### src/rtl/ccd_pkg.sv
`timescale 1ns/1ps
// ccd_pkg: field widths and the packed layout of the channel configuration word.
// Assumes the word is ordered MSB first: offset, ratio-1, flags, driver mode.
package ccd_pkg;
    localparam int MODE_W = 4;
    localparam int DIV_W  = 10;
    localparam int PH_W   = 6;
    localparam int FLAG_W = 4;
    localparam int CFG_W  = PH_W + DIV_W + FLAG_W + MODE_W;

    typedef struct packed {
        logic [PH_W-1:0]   phase;
        logic [DIV_W-1:0]  ratio_m1;
        logic              invert;
        logic              no_sync;
        logic              pwr_off;
        logic              low_pwr;
        logic [MODE_W-1:0] drv_mode;
    } chan_cfg_t;
endpackage

### src/rtl/ccd_cfg_decode.sv
`timescale 1ns/1ps
// ccd_cfg_decode: splits the configuration word into fields and derives the
// high-phase length floor(N/2) and the ratio-one flag. Purely combinational.
module ccd_cfg_decode
    import ccd_pkg::*;
(
    input  logic [CFG_W-1:0] cfg_word,
    output chan_cfg_t        cfg,
    output logic [DIV_W-1:0] hi_len,
    output logic             unity
);
    logic [DIV_W:0] ratio_full;

    // Unpack the word and derive N, floor(N/2) and the N==1 flag.
    always_comb begin
        cfg        = chan_cfg_t'(cfg_word);
        ratio_full = {1'b0, cfg.ratio_m1} + 1'b1;
        hi_len     = ratio_full[DIV_W:1];
        unity      = (cfg.ratio_m1 == '0);
    end
endmodule

### src/rtl/ccd_phase_gate.sv
`timescale 1ns/1ps
// ccd_phase_gate: owns the hold/restart condition and the start-offset
// countdown. Restart is reset or a sync the channel does not ignore; after
// restart the countdown runs P cycles, then 'run' rises and 'advance' lets
// the counter step. Assumes rst_n is synchronous to clk.
module ccd_phase_gate
    import ccd_pkg::*;
(
    input  logic            clk,
    input  logic            rst_n,
    input  logic            sync_req,
    input  logic            no_sync,
    input  logic [PH_W-1:0] phase,
    output logic            restart,
    output logic            advance,
    output logic            run,
    output logic [PH_W-1:0] dly
);
    // Hold condition: reset, or a sync the channel takes part in.
    always_comb restart = !rst_n || (sync_req && !no_sync);

    // The counter may step only once the offset has run out.
    always_comb advance = !restart && (dly == '0);

    // Reload the offset on restart, count it down, then mark the channel running.
    always_ff @(posedge clk) begin
        if (restart) begin
            dly <= phase;
            run <= 1'b0;
        end else if (dly != '0) begin
            dly <= dly - 1'b1;
        end else begin
            run <= 1'b1;
        end
    end
endmodule

### src/rtl/ccd_div_counter.sv
`timescale 1ns/1ps
// ccd_div_counter: modulo-N counter that makes the raw divided level, high
// for the first floor(N/2) counts of each period. Held at zero while the
// phase gate withholds 'advance'.
module ccd_div_counter
    import ccd_pkg::*;
(
    input  logic             clk,
    input  logic             rst_n,
    input  logic             restart,
    input  logic             advance,
    input  logic [DIV_W-1:0] ratio_m1,
    input  logic [DIV_W-1:0] hi_len,
    output logic [DIV_W-1:0] cnt,
    output logic             div_q
);
    // Step the period counter and register the raw level for the current count.
    always_ff @(posedge clk) begin
        if (!rst_n || restart) begin
            cnt   <= '0;
            div_q <= 1'b0;
        end else if (advance) begin
            div_q <= (cnt < hi_len);
            cnt   <= (cnt >= ratio_m1) ? '0 : cnt + 1'b1;
        end else begin
            div_q <= 1'b0;
        end
    end
endmodule

### src/rtl/ccd_out_stage.sv
`timescale 1ns/1ps
// ccd_out_stage: picks the raw level (the source clock itself for N==1,
// otherwise the counter level), applies inversion, and forces 0 when the
// channel is powered down. Combinational; glitch behaviour is not managed.
module ccd_out_stage (
    input  logic src_clk,
    input  logic unity,
    input  logic run,
    input  logic div_q,
    input  logic invert,
    input  logic pwr_off,
    output logic clk_out
);
    logic raw;

    // Select the raw level, then invert it or force it off.
    always_comb begin
        raw     = unity ? (run & src_clk) : div_q;
        clk_out = pwr_off ? 1'b0 : (raw ^ invert);
    end
endmodule

### src/rtl/clk_chan_div.sv
`timescale 1ns/1ps
// clk_chan_div: one output-clock divider channel, with a ratio of 1..1024, a
// start offset of 0..63 cycles, inversion, power-down and group sync. The
// source clock also clocks the divider. The driver-mode and low-power
// fields are only passed through.
module clk_chan_div
    import ccd_pkg::*;
(
    input  logic              clk,
    input  logic              rst_n,
    input  logic [CFG_W-1:0]  cfg_word,
    input  logic              sync_req,
    output logic              clk_out,
    output logic [MODE_W-1:0] drv_mode,
    output logic              low_pwr
);
    chan_cfg_t        cfg_s;
    logic [DIV_W-1:0] hi_len_w;
    logic             unity_w;
    logic             restart_w;
    logic             advance_w;
    logic             run_w;
    logic [PH_W-1:0]  dly_w;
    logic [DIV_W-1:0] cnt_w;
    logic             div_q_w;

    ccd_cfg_decode u_decode (
        .cfg_word (cfg_word),
        .cfg      (cfg_s),
        .hi_len   (hi_len_w),
        .unity    (unity_w)
    );

    ccd_phase_gate u_gate (
        .clk      (clk),
        .rst_n    (rst_n),
        .sync_req (sync_req),
        .no_sync  (cfg_s.no_sync),
        .phase    (cfg_s.phase),
        .restart  (restart_w),
        .advance  (advance_w),
        .run      (run_w),
        .dly      (dly_w)
    );

    ccd_div_counter u_counter (
        .clk      (clk),
        .rst_n    (rst_n),
        .restart  (restart_w),
        .advance  (advance_w),
        .ratio_m1 (cfg_s.ratio_m1),
        .hi_len   (hi_len_w),
        .cnt      (cnt_w),
        .div_q    (div_q_w)
    );

    ccd_out_stage u_out (
        .src_clk  (clk),
        .unity    (unity_w),
        .run      (run_w),
        .div_q    (div_q_w),
        .invert   (cfg_s.invert),
        .pwr_off  (cfg_s.pwr_off),
        .clk_out  (clk_out)
    );

    // Driver fields go straight out untouched.
    always_comb begin
        drv_mode = cfg_s.drv_mode;
        low_pwr  = cfg_s.low_pwr;
    end
endmodule

### config.mk
export PLATFORM = sky130hd
export DESIGN_NAME = clk_chan_div
export DESIGN_NICKNAME = d
export VERILOG_FILES = /design/src/rtl/ccd_pkg.sv /design/src/rtl/ccd_cfg_decode.sv /design/src/rtl/ccd_phase_gate.sv /design/src/rtl/ccd_div_counter.sv /design/src/rtl/ccd_out_stage.sv /design/src/rtl/clk_chan_div.sv
export SDC_FILE = /design/constraint.sdc
export NUM_CORES = 1
export LEC_CHECK = 0
export CORE_ASPECT_RATIO = 1.1
export CORE_MARGIN = 1.5
export CORE_UTILIZATION = 50
export CTS_BUF_LIST = sky130_fd_sc_hd__clkbuf_4 sky130_fd_sc_hd__clkbuf_8
export DETAILED_ROUTE_END_ITERATION = 12
export DONT_BUFFER_PORTS = 1
export GPL_TIMING_DRIVEN = 0
export SLEW_MARGIN = 20
export SYNTH_ARGS = -nofsm -noshare
export SYNTH_HDL_FRONTEND = slang
export SYNTH_SLANG_ARGS = --single-unit
### constraint.sdc
create_clock -name clk -period 3.9 [get_ports clk]
set_input_delay 0.195 -clock clk [delete_from_list [all_inputs] [get_ports clk]]
set_output_delay 0.195 -clock clk [all_outputs]
set_load 0.01 [all_outputs]
# After elaboration in Yosys (flattened, before gate mapping)

Cells that the tools add are included.

Bits in read-only memories: 0
Memories kept: 0
Bits in registers: 18
RAM bits: 0
Bits in latches: 0

Add/subtract/negate cells: 3
Equality and inequality tests: 0
Reduce and logical (&&, ||, !) cells: 12
Multiply operators: 0
Div/mod/pow operators: 0
Bitwise gates (word level): 3
Muxes and demuxes: 5
Shift-type cells: 0
Magnitude comparators: 2

Operators with widths:

| kind                                                                | number |
|---|---|
| 6-bit two-way mux                                                   | 2 |
| 10-bit by 1-bit adder with 11-bit output (second input constant)    | 1 |
| 10-bit by 1-bit adder with 10-bit output (second input constant)    | 1 |
| 10-bit >= comparator                                                | 1 |
| 10-bit zero test                                                    | 1 |
| 10-bit less-than comparator                                         | 1 |
| 10-bit two-way mux                                                  | 1 |
| 6-bit zero test                                                     | 1 |
| 6-bit nonzero test                                                  | 1 |
| 6-bit by 1-bit subtractor with 6-bit output (second input constant) | 1 |
| 1-bit zero test                                                     | 3 |
| 1-bit logical AND                                                   | 2 |
| 1-bit logical OR                                                    | 2 |
| 1-bit two-way mux                                                   | 2 |
| 2-bit nonzero test                                                  | 1 |
| 2-bit OR reduction                                                  | 1 |
| 1-bit AND                                                           | 1 |
| 1-bit NOT                                                           | 1 |
| 1-bit bitwise XOR                                                   | 1 |

# Logic depth before layout (Yosys ltp)

Word-level depth: 7
Mapped depth: 10
Mapped depth without buffers: 10

# Hierarchy

A second synthesis with hierarchy kept.

Cell total of the unflattened synthesis: 212
Area, all modules: 1,811.7 µm²

Modules (own cells, without submodules):

| module          | area an instance (µm²) | cells each | instances |
|---|---|---|---|
| ccd_div_counter | 982.2                  | 119        | 1 |
| ccd_phase_gate  | 410.4                  | 38         | 1 |
| ccd_cfg_decode  | 375.4                  | 50         | 1 |
| ccd_out_stage   | 43.8                   | 5          | 1 |

==> run summary <==
Synth Area in Simple Gates -> 0.2561
Sequential share of power -> 0.473
Critical Path Start Type -> clock port
Final TNS setup -> 0 ps
Area contributors post-synth -> ha_1 (18%), dfxtp_1 (15%), edfxtp_1 (11%), xnor2_1 (6.0%), o21ai_1 (4.1%)
Comb power frac -> 0.175
Post-CTS Setup Inserts -> 0
Die W -> 56.90 um
RSZ-0062 raised after global routing -> no
Seq. cell area -> 420.4 um2
Slew Limit Fails -> 0
Die ar. -> 3544 um2
Clk_lat worst skew -> 410 ps
Antenna Nets Post-Route -> 0
Layout filler cell count -> 295
Via count -> 1381
Sequential-to-total area share from yosys stat -> 0.2631
Area Growth Syn to Fin -> 9.476%
Setup Skew -> 11.65 ps
Slew margin rel. -> 0.4430
Seq cells post-synth -> 18
Clk pwr share -> 0.351
Sw Share -> 0.2624
Pin count of the biggest net entering global routing -> 11
Synth top area share -> 0.1801
Synth Cell Area -> 1598 um2
Core Area -> 3048 um2
Remaining Overflow, GRT -> 0
Row count -> 21
Drt initial violations -> 61
Post-synth top area cell -> ha_1
Placer Congestion -> 0.7937
Starting Density -> 0.5242
Main combinational cell family by area after synthesis -> simple AND/OR/NAND/NOR gates
# DRC -> 0
Pin slew with the least headroom to its limit -> 827.9 ps
Crit Path Class -> clock port to primary output
Footprint of the multi-input gates -> 1076 um2
Worst-path fanout max -> 2
Max Cap Viol -> 0
Gate count of the mapped netlist -> 191
Internal power -> 335.9 uW
Vias in the first global route -> 1431
Min-delay worst type -> input pin to flop
Synth Area in Compound Gates -> 0.1535
First-pass GRT wire length -> 6099 um
Core Util, Final -> 0.5739
Peak supply drop -> 0.2467 mV
Routed WL per cell -> 14.80 um
Share of cells above drive strength 1 -> 0.1034
Pwr/cell area -> 260.3 nW/um2
Final #Nets -> 254
Post-DP HPWL -> 2781 um
Antenna Cells -> 0
TritonCTS clock tree -> done
Setup crit end kind -> primary output
Critical Path AT -> 2730 ps
Yosys warns -> 0
Die H -> 62.29 um
Reg clk slew, reported paths -> 90 ps
Psw -> 119.5 uW
Synth unique cells -> 43
Adder-Cell Fraction of Synth Area -> 0.1801
Net count after synthesis -> 241
Critical path data required time -> 3700 ps
Fin. Hold Viols -> 0
Status -> completed
Initial antenna violation count -> 0
LEAKAGE -> 0.7615 nW
R2R setup slack -> 1580 ps
Syn avg cell area -> 8.365 um2
Vias per inst -> 5.827
Mux cell area share after synthesis -> 0.01253
Final WL -> 3507 um
Drt pass-1 iters -> 4
Port bufs -> 0
Gr usage total -> 0.2213
Final setup violation count -> 0
Post-synthesis xor/xnor area fraction -> 0.07126
IO Pins -> 33
[layout by cell type (no fill, tap or decap), types with 4 or more instances in the layout]
cell,Yosys,final
ha_1,23,23
nand2_1,14,14
inv_1,13,13
o21ai_1,13,13
nor2_1,13,13
dfxtp_1,12,12
xnor2_1,11,11
a21oi_1,11,11
nand3_1,9,9
nor3_1,7,7
clkbuf_4,0,6
edfxtp_1,6,6
buf_4,5,5
dlygate4sd3_1,0,5
nand4_1,4,4
nand3b_1,4,4
[critical path: stages]
cell      delay (ps)
clkbuf_4         110
clkbuf_4         120
and2_1           150
mux2i_1          150
xor2_1            80
nor2_1           180
[final cells by class]
class / instances / area share
Sequential cell: 18 / 0.2403
Tap cell: 34 / 0.02432
Multi-Input combinational cell: 151 / 0.6152
Clock buffer: 7 / 0.03362
Inverter: 15 / 0.03219
Timing Repair Buffer: 5 / 0.02861
Buffer: 7 / 0.02575
[Yosys cell counts]
cell type	count
and3_1	3
o21ai_0	3
dfxtp_1	12
xor2_1	2
a311oi_1	1
nand3b_1	4
nand3_1	9
nand2b_4	1
nor3_1	7
mux2i_1	2
nor3_2	1
buf_4	5
nor4_1	1
nor2b_1	1
o21ai_1	13
o31ai_1	1
o21a_1	1
o21bai_1	1
inv_2	2
xnor2_1	11
nor2_1	13
and2_1	2
o2bb2ai_2	1
a21o_1	3
clkbuf_1	2
nand2_1	14
edfxtp_1	6
nand4_1	4
a211oi_1	2
or3b_1	1
a41oi_1	1
o2111ai_1	1
inv_1	13
nand2_2	1
nor3b_1	2
nor2_2	1
ha_1	23
a21oi_2	1
or4_1	3
nor3_4	1
a21oi_1	11
and4_1	2
nand2b_1	2
[registers in the layout, summed over array words and instances, names as in the netlist]
| name | cells |
|---|---|
| u_counter.cnt | 10 |
| u_gate.dly | 6 |
| u_gate.run | 1 |
| u_counter.div_q | 1 |
[kinds of logic after synthesis]
group,Yosys count
AO/OA/AOI/OAI,40
XOR/XNOR,13
adder cells (fa/ha/maj),23
AND/OR/NAND/NOR,73
multiplexers,2
buffers and inverters,22
flip-flops,18
[power groups by stage]
stage	sequential (mW)	combinational (mW)	clock, mW
floorplan	0.218	0.0636	0.00154
global placement	0.219	0.0747	0.00154
detailed placement	0.220	0.0768	0.00154
CTS	0.216	0.0814	0.167
global route	0.217	0.0922	0.174
finish	0.216	0.0798	0.160
[final timing paths]
check,start,endpoint,cells after the start
min reg2reg,u_gate.run,u_gate.run,2
max,clk,clk_out,6
min,cfg_word[18],u_gate.dly[0],2
max reg2reg,u_gate.dly[0],u_counter.div_q,6
[through the flow]
| stage | power [mW] | cells | area [um2] | setup slack [ps] | hold slack [ps] |
|---|---|---|---|---|---|
| global placement | 0.2954 | 225 | 1640 | 1235 | 388.7 |
| global route | 0.4831 | 237 | 1749 | 903.4 | 4.795 |
| finish | 0.4554 | 237 | 1749 | 970.1 | 7.572 |
| detailed placement | 0.2983 | 225 | 1640 | 1235 | 400.2 |
| CTS | 0.4639 | 237 | 1749 | 938.3 | 1.972 |
| floorplan | 0.2826 | 191 | 1598 | 1235 | 382.1 |
[what timing repair did]
action	in CTS	in global routing
hold buffers	5	0
hold endpoints to repair	5	0
gates resized for setup	0	0
[layer usage]
layer	GRT usage	vias to the layer above	wire (um)
li1	-	708	-
met1	0.2616	634	1522
met2	0.3621	30	1769
met3	0.03333	9	117
met4	0.1483	0	97
met5	0	-	0
Power figures use the tool's default switching activity.
